`src/rtl/seg_add_pkg.sv`:
```
package seg_add_pkg;
  localparam int REPLICAS = 3;

  typedef enum logic {
    MODE_CMP  = 1'b0,
    MODE_VOTE = 1'b1
  } chk_mode_e;
endpackage

```
`src/rtl/seg_replica.sv`:
```
module seg_replica #(
  parameter int SEG_W = 4,
  parameter int SEL_W = 2,
  parameter int IDX   = 0
) (
  input  logic [SEG_W-1:0] sa,
  input  logic [SEG_W-1:0] sb,
  input  logic             ci,
  input  logic             inj_en,
  input  logic [SEL_W-1:0] inj_sel,
  input  logic [SEG_W:0]   inj_val,
  output logic [SEG_W:0]   res
);
  localparam logic [SEL_W-1:0] MY_ID = SEL_W'(IDX);

  logic [SEG_W:0] raw;

  // slice adder: {carry, sum}
  assign raw = {1'b0, sa} + {1'b0, sb} + {{SEG_W{1'b0}}, ci};

  // stuck-value override for this replica only
  assign res = (inj_en && (inj_sel == MY_ID)) ? inj_val : raw;
endmodule

```
`src/rtl/seg_judge.sv`:
```
module seg_judge #(
  parameter int RW = 5
) (
  input  logic [RW-1:0] r0,
  input  logic [RW-1:0] r1,
  input  logic [RW-1:0] r2,
  input  logic          vote,
  output logic [RW-1:0] res,
  output logic          cmp_diff,
  output logic          vote_diff
);
  logic [RW-1:0] maj;

  assign maj       = (r0 & r1) | (r1 & r2) | (r0 & r2);
  assign res       = vote ? maj : r0;
  assign cmp_diff  = (r0 != r1);
  assign vote_diff = (r0 != r1) || (r1 != r2);
endmodule

```
`src/rtl/seg_sequencer.sv`:
```
module seg_sequencer #(
  parameter int NSEG  = 4,
  parameter int IDX_W = 2
) (
  input  logic             clk,
  input  logic             rst,
  input  logic             start,
  output logic             busy,
  output logic             accept,
  output logic             last,
  output logic [IDX_W-1:0] idx
);
  localparam logic [IDX_W-1:0] LAST_IDX = IDX_W'(NSEG - 1);

  logic             busy_q;
  logic [IDX_W-1:0] idx_q;

  assign busy   = busy_q;
  assign idx    = idx_q;
  assign accept = start && !busy_q;
  assign last   = busy_q && (idx_q == LAST_IDX);

  always_ff @(posedge clk) begin
    if (rst) begin
      busy_q <= 1'b0;
      idx_q  <= '0;
    end else if (accept) begin
      busy_q <= 1'b1;
      idx_q  <= '0;
    end else if (busy_q) begin
      if (last) begin
        busy_q <= 1'b0;
        idx_q  <= '0;
      end else begin
        idx_q <= idx_q + 1'b1;
      end
    end
  end

  // segments advance by one per cycle until the last
  a_r1_seg_step: assert property (@(posedge clk) disable iff (rst)
    (busy_q && !last) |=> (busy_q && (idx_q == $past(idx_q) + 1'b1)));

  // a start during a run never restarts the sequence
  a_r9_no_restart: assert property (@(posedge clk) disable iff (rst)
    (busy_q && start) |=> !(busy_q && (idx_q == '0)));
endmodule

```
`src/rtl/seg_tmr_adder.sv`:
```
module seg_tmr_adder #(
  parameter int WIDTH = 16,
  parameter int SEG_W = 4,
  parameter int SEL_W = 2
) (
  input  logic             clk,
  input  logic             rst,
  input  logic             start,
  input  logic [WIDTH-1:0] a,
  input  logic [WIDTH-1:0] b,
  input  logic             cin,
  input  logic             vote_mode,
  input  logic             inj_en,
  input  logic [SEL_W-1:0] inj_sel,
  input  logic [SEG_W:0]   inj_val,
  output logic             done,
  output logic [WIDTH-1:0] sum,
  output logic             cout,
  output logic             err,
  output logic             corrected
);
  import seg_add_pkg::*;

  localparam int NSEG  = WIDTH / SEG_W;
  localparam int IDX_W = (NSEG > 1) ? $clog2(NSEG) : 1;
  localparam int RW    = SEG_W + 1;

  logic             busy, accept, last;
  logic [IDX_W-1:0] idx;

  logic [WIDTH-1:0] a_q, b_q, part_q, part_next;
  logic             carry_q, err_acc, corr_acc;
  chk_mode_e        mode_q;
  logic             is_vote;

  logic [SEG_W-1:0] seg_a, seg_b;
  logic [RW-1:0]    rep [REPLICAS];
  logic [RW-1:0]    seg_res;
  logic             cmp_diff, vote_diff;
  logic             err_now, corr_now;

  seg_sequencer #(.NSEG(NSEG), .IDX_W(IDX_W)) u_seq (
    .clk(clk), .rst(rst), .start(start),
    .busy(busy), .accept(accept), .last(last), .idx(idx)
  );

  assign is_vote = (mode_q == MODE_VOTE);
  assign seg_a   = a_q[int'(idx)*SEG_W +: SEG_W];
  assign seg_b   = b_q[int'(idx)*SEG_W +: SEG_W];

  generate
    for (genvar r = 0; r < REPLICAS; r++) begin : g_rep
      seg_replica #(.SEG_W(SEG_W), .SEL_W(SEL_W), .IDX(r)) u_rep (
        .sa(seg_a), .sb(seg_b), .ci(carry_q),
        .inj_en(inj_en), .inj_sel(inj_sel), .inj_val(inj_val),
        .res(rep[r])
      );
    end
  endgenerate

  seg_judge #(.RW(RW)) u_judge (
    .r0(rep[0]), .r1(rep[1]), .r2(rep[2]), .vote(is_vote),
    .res(seg_res), .cmp_diff(cmp_diff), .vote_diff(vote_diff)
  );

  assign err_now  = !is_vote && cmp_diff;
  assign corr_now = is_vote && vote_diff;

  always_comb begin
    part_next = part_q;
    part_next[int'(idx)*SEG_W +: SEG_W] = seg_res[SEG_W-1:0];
  end

  always_ff @(posedge clk) begin
    if (rst) begin
      a_q       <= '0;
      b_q       <= '0;
      part_q    <= '0;
      carry_q   <= 1'b0;
      mode_q    <= MODE_CMP;
      err_acc   <= 1'b0;
      corr_acc  <= 1'b0;
      done      <= 1'b0;
      sum       <= '0;
      cout      <= 1'b0;
      err       <= 1'b0;
      corrected <= 1'b0;
    end else begin
      done <= 1'b0;
      if (accept) begin
        a_q      <= a;
        b_q      <= b;
        carry_q  <= cin;
        mode_q   <= chk_mode_e'(vote_mode);
        part_q   <= '0;
        err_acc  <= 1'b0;
        corr_acc <= 1'b0;
      end else if (busy) begin
        part_q   <= part_next;
        carry_q  <= seg_res[SEG_W];
        err_acc  <= err_acc | err_now;
        corr_acc <= corr_acc | corr_now;
        if (last) begin
          done      <= 1'b1;
          sum       <= part_next;
          cout      <= seg_res[SEG_W];
          err       <= err_acc | err_now;
          corrected <= corr_acc | corr_now;
        end
      end
    end
  end

  // when two replicas agree in vote mode, their value wins
  a_r4_majority: assert property (@(posedge clk) disable iff (rst)
    (busy && is_vote && (rep[0] == rep[1])) |-> (seg_res == rep[0]));

  // a compare-mode mismatch is remembered
  a_r6_cmp_flag: assert property (@(posedge clk) disable iff (rst)
    (busy && !is_vote && (rep[0] != rep[1])) |=> err_acc);

  // vote mode never reports an error
  a_r5_vote_no_err: assert property (@(posedge clk) disable iff (rst)
    (done && is_vote) |-> !err);

  // done is a single-cycle strobe
  a_r8_done_pulse: assert property (@(posedge clk) disable iff (rst)
    done |=> !done);

  // done only follows the final segment
  a_r1_done_after_last: assert property (@(posedge clk) disable iff (rst)
    done |-> $past(last));
endmodule

```
`config.mk`:
```
export PLATFORM = sky130hd
export DESIGN_NAME = seg_tmr_adder
export DESIGN_NICKNAME = d
export VERILOG_FILES = /design/src/rtl/seg_add_pkg.sv /design/src/rtl/seg_replica.sv /design/src/rtl/seg_judge.sv /design/src/rtl/seg_sequencer.sv /design/src/rtl/seg_tmr_adder.sv
export SDC_FILE = /design/constraint.sdc
export NUM_CORES = 1
export LEC_CHECK = 0
export BUFFER_PORTS_ARGS = -buffer_cell sky130_fd_sc_hd__buf_2
export CAP_MARGIN = 20
export CORE_ASPECT_RATIO = 2
export CORE_MARGIN = 5
export CORE_UTILIZATION = 60
export DETAILED_ROUTE_END_ITERATION = 16
export HOLD_SLACK_MARGIN = 0.12
export PLACE_DENSITY_LB_ADDON = 0.3
export SYNTH_ARGS = -nofsm -noshare
export SYNTH_HDL_FRONTEND = slang
export SYNTH_SLANG_ARGS = --single-unit
```
`constraint.sdc`:
```
create_clock -name clk -period 8.6 [get_ports clk]
set_input_delay 1.72 -clock clk [delete_from_list [all_inputs] [get_ports clk]]
set_output_delay 1.72 -clock clk [all_outputs]
set_load 0.03 [all_outputs]
```
==> run summary <==
Tmin final: 4.09 ns
critical path, cell by cell: mux4_2 > fa_1 > inv_1 > fa_1 > a21oi_1 > ha_1 > or4_1 > nor2_1 > a31oi_1 > nor3_1 > nor3_1
Ys Warns: 0
total routing usage reported by global routing: 24.7%
commonest non-fill, non-tap cell in the layout: nand2_1
number of antenna violations at the first check in global routing: 0
number of port buffers: 64
worst setup path endpoint: corrected
top layer reached by signal wires: met4
die height: 120 um
CTS Hold Buffers Added: 0
final wirelength: 8930 um
Cell Rows: 40
clock root cell: clkbuf_16
drt first pass iters: 5
RSZ-0062 raised after global routing: false
clock insertion delay at the later pin of the skew report: 0.34 ns
Max Freq: 245 MHz
Final Hold Vio Count: 0
worst r2r src: u_seq.idx[0]
post-layout instance area: 4280 um2
Top-Level Pins: 65
CP Capture Type: register
pin count of the biggest net entering global routing: 57
Main synth FF type: dfxtp_1
end of the worst register-to-register path: corrected
worst r2r path cells: 11
clock tree sinks: 71
Die Width: 65.0 um
WL met3: 452 um
Inst Count DP: 522
WP depth: 11
slowest stage cell, crit path: dfxtp_1
met2 wire len: 5080 um
WL per Instance: 16.6 um
placed cell areas: 3960 um2
CTS clk-pin slew, worst paths: 0.06 ns
Layout Cells excl Fill: 537
Worst Max-Slew Pin Slew: 1.09 ns
max cap viols: 0
Setup TNS: 0 ns
worst reg2reg setup slack: 4.51 ns
Final #Nets: 535
Remaining DRCs: 0
final worst-path cycle share: 47.5%
fillers: 475
PnR Total Power: 0.884 mW
slowest cell delay on critical path: 0.84 ns
Unique masters post-synth: 43
Overflow after GRT: 0
DRT iter0 DRCs: 216
required time worst endpoint: 8.78 ns
Post-CTS Resized: 0
Buf/Inv on CP: 1
Die ar.: 7800 um2
Peak VDD IR: 160 uV
sequential-to-total area share from yosys stat: 39.2%
Slew HR: 27.5%
CTS tree: built
Synth Cell Area: 3630 um2
PwrDens: 207 nW/um2
number of global-route vias before repair: 3200
Vias/cell: 5.85
first-pass GRT wire length: 14600 um
Final Slew Violations: 0
core area: 5960 um2
FF+latch count, synth: 71
most frequent cells in the layout: 85 x nand2_1, 71 x dfxtp_1, 64 x buf_2
gp weighted congestion: 0.910
WHS Path Cells: 2
Post-synth EDFFs: 0
Via Count: 3139
layout cells sized above 1: 25.9%
Area Growth Syn to Fin: 17.8%
WS Path Type: reg2reg
htree depth: 3
ANT cells: 0
Crit path max-delay family: adder cells
Post-CTS Setup Inserts: 0
Antenna Nets Post-Route: 0
clk buf depth: 2
Avg Cell Area, Syn: 8.68 um2
status: complete, no violations
Setup Skew: 0.00555 ns
DP HPWL: 6610 um
HP Class: reg2reg
Worst Path Max Fanout: 13
FFs w/ async S/R, synth: 0%
critical path arrival: 4.26 ns
syn_nets: 483
Num CTS Buffers: 9
met1 wire length: 3090 um
leakage: 1.76 nW
Worst Setup SP: u_seq.idx[0]
post-synthesis cell count: 418
type of origin of the critical path: register
setup violators final: 0
Initial Util: 60.9%
## synthesized netlist by cell type (6+ instances only)
library cell	n	area share [%]
a211oi_1	7	1.4
a21oi_1	53	7.3
a221oi_2	6	2.5
a22oi_1	10	2.1
clkbuf_1	22	2.3
dfxtp_1	71	39
ha_1	18	6.2
inv_1	12	1.2
mux2_2	9	2.8
mux4_2	8	5.0
nand2_1	85	8.8
nor2_1	36	3.7
nor2b_1	6	1.0
nor3_1	10	1.4
nor3_2	8	2.2
o21ai_0	6	0.83
o21ai_1	9	1.2
## how the worst min path moves through the flow
| stage | startpoint | end | slack, ns |
|---|---|---|---|
| 6_report | b_q[10] | b_q[10] | 0.45 |
| 5_1_grt | a_q[9] | a_q[9] | 0.47 |
| 4_1_cts | sum[12] | sum[12] | 0.46 |
| 3_5_place_dp | sum[12] | sum[12] | 0.45 |
| 3_3_place_gp | part_q[3] | part_q[3] | 0.44 |
| 2_1_floorplan | part_q[11] | part_q[11] | 0.43 |
## report_power, final
part	internal, mW	switching, mW	total, mW
clock network	0.251	0.137	0.389
registers	0.341	0.0117	0.353
logic	0.0584	0.0841	0.142
## kinds of logic (layout without fill, tap and decap cells)
| kind of cell | Yosys count | in the layout | share of synthesized area (%) |
|---|---|---|---|
| adders and majority gates | 20 | 20 | 7.31 |
| and+or+nand+nor | 165 | 165 | 21.4 |
| buffers and inverters | 38 | 94 | 4.17 |
| AOI/OAI and AO/OA | 104 | 104 | 19.4 |
| DFF | 71 | 71 | 39.2 |
| xor gates and xnor gates | 1 | 1 | 0.241 |
| muxes | 19 | 19 | 8.31 |
## metrics by stage
stage / setup WS [ns] / hold WS [ns] / util (%)
2_1_floorplan: 4.89 / 0.432 / -
3_3_place_gp: 4.52 / 0.439 / 66.1
3_5_place_dp: 4.50 / 0.447 / 66.6
4_1_cts: 4.50 / 0.455 / 71.8
5_1_grt: 4.19 / 0.471 / 71.8
6_report: 4.51 / 0.453 / 71.8
## layer usage
layer / vias to the layer above / GRT usage [%]
li1: 1565 / -
met1: 1450 / 22.9
met2: 99 / 46.4
met3: 25 / 7.02
met4: 0 / 13.5
met5: - / 0
## flip-flops by register name (all words and copies together) (netlist names), 2 cells and up
signal / flops
u_seq.idx: 2
a_q: 16
part_q: 12
sum: 16
b_q: 16
## final cells by class
class / count / area (um2) / area share [%]
clock buffer: 9 / 225 / 5.27
clock inverter: 6 / 86.3 / 2.02
inverter: 13 / 48.8 / 1.14
multi-input combinational: 309 / 2060 / 48.2
sequential: 71 / 1420 / 33.2
tap: 63 / 78.8 / 1.84
timing repair buffer: 66 / 355 / 8.31
## tightest hold or removal path, delay by kind of cell (launching register included)
family	cells	cell delay (ns)
flops	1	0.30
simple gates	1	0.05
compound gates	1	0.05
No activity file was read; power rests on OpenSTA's default activity.
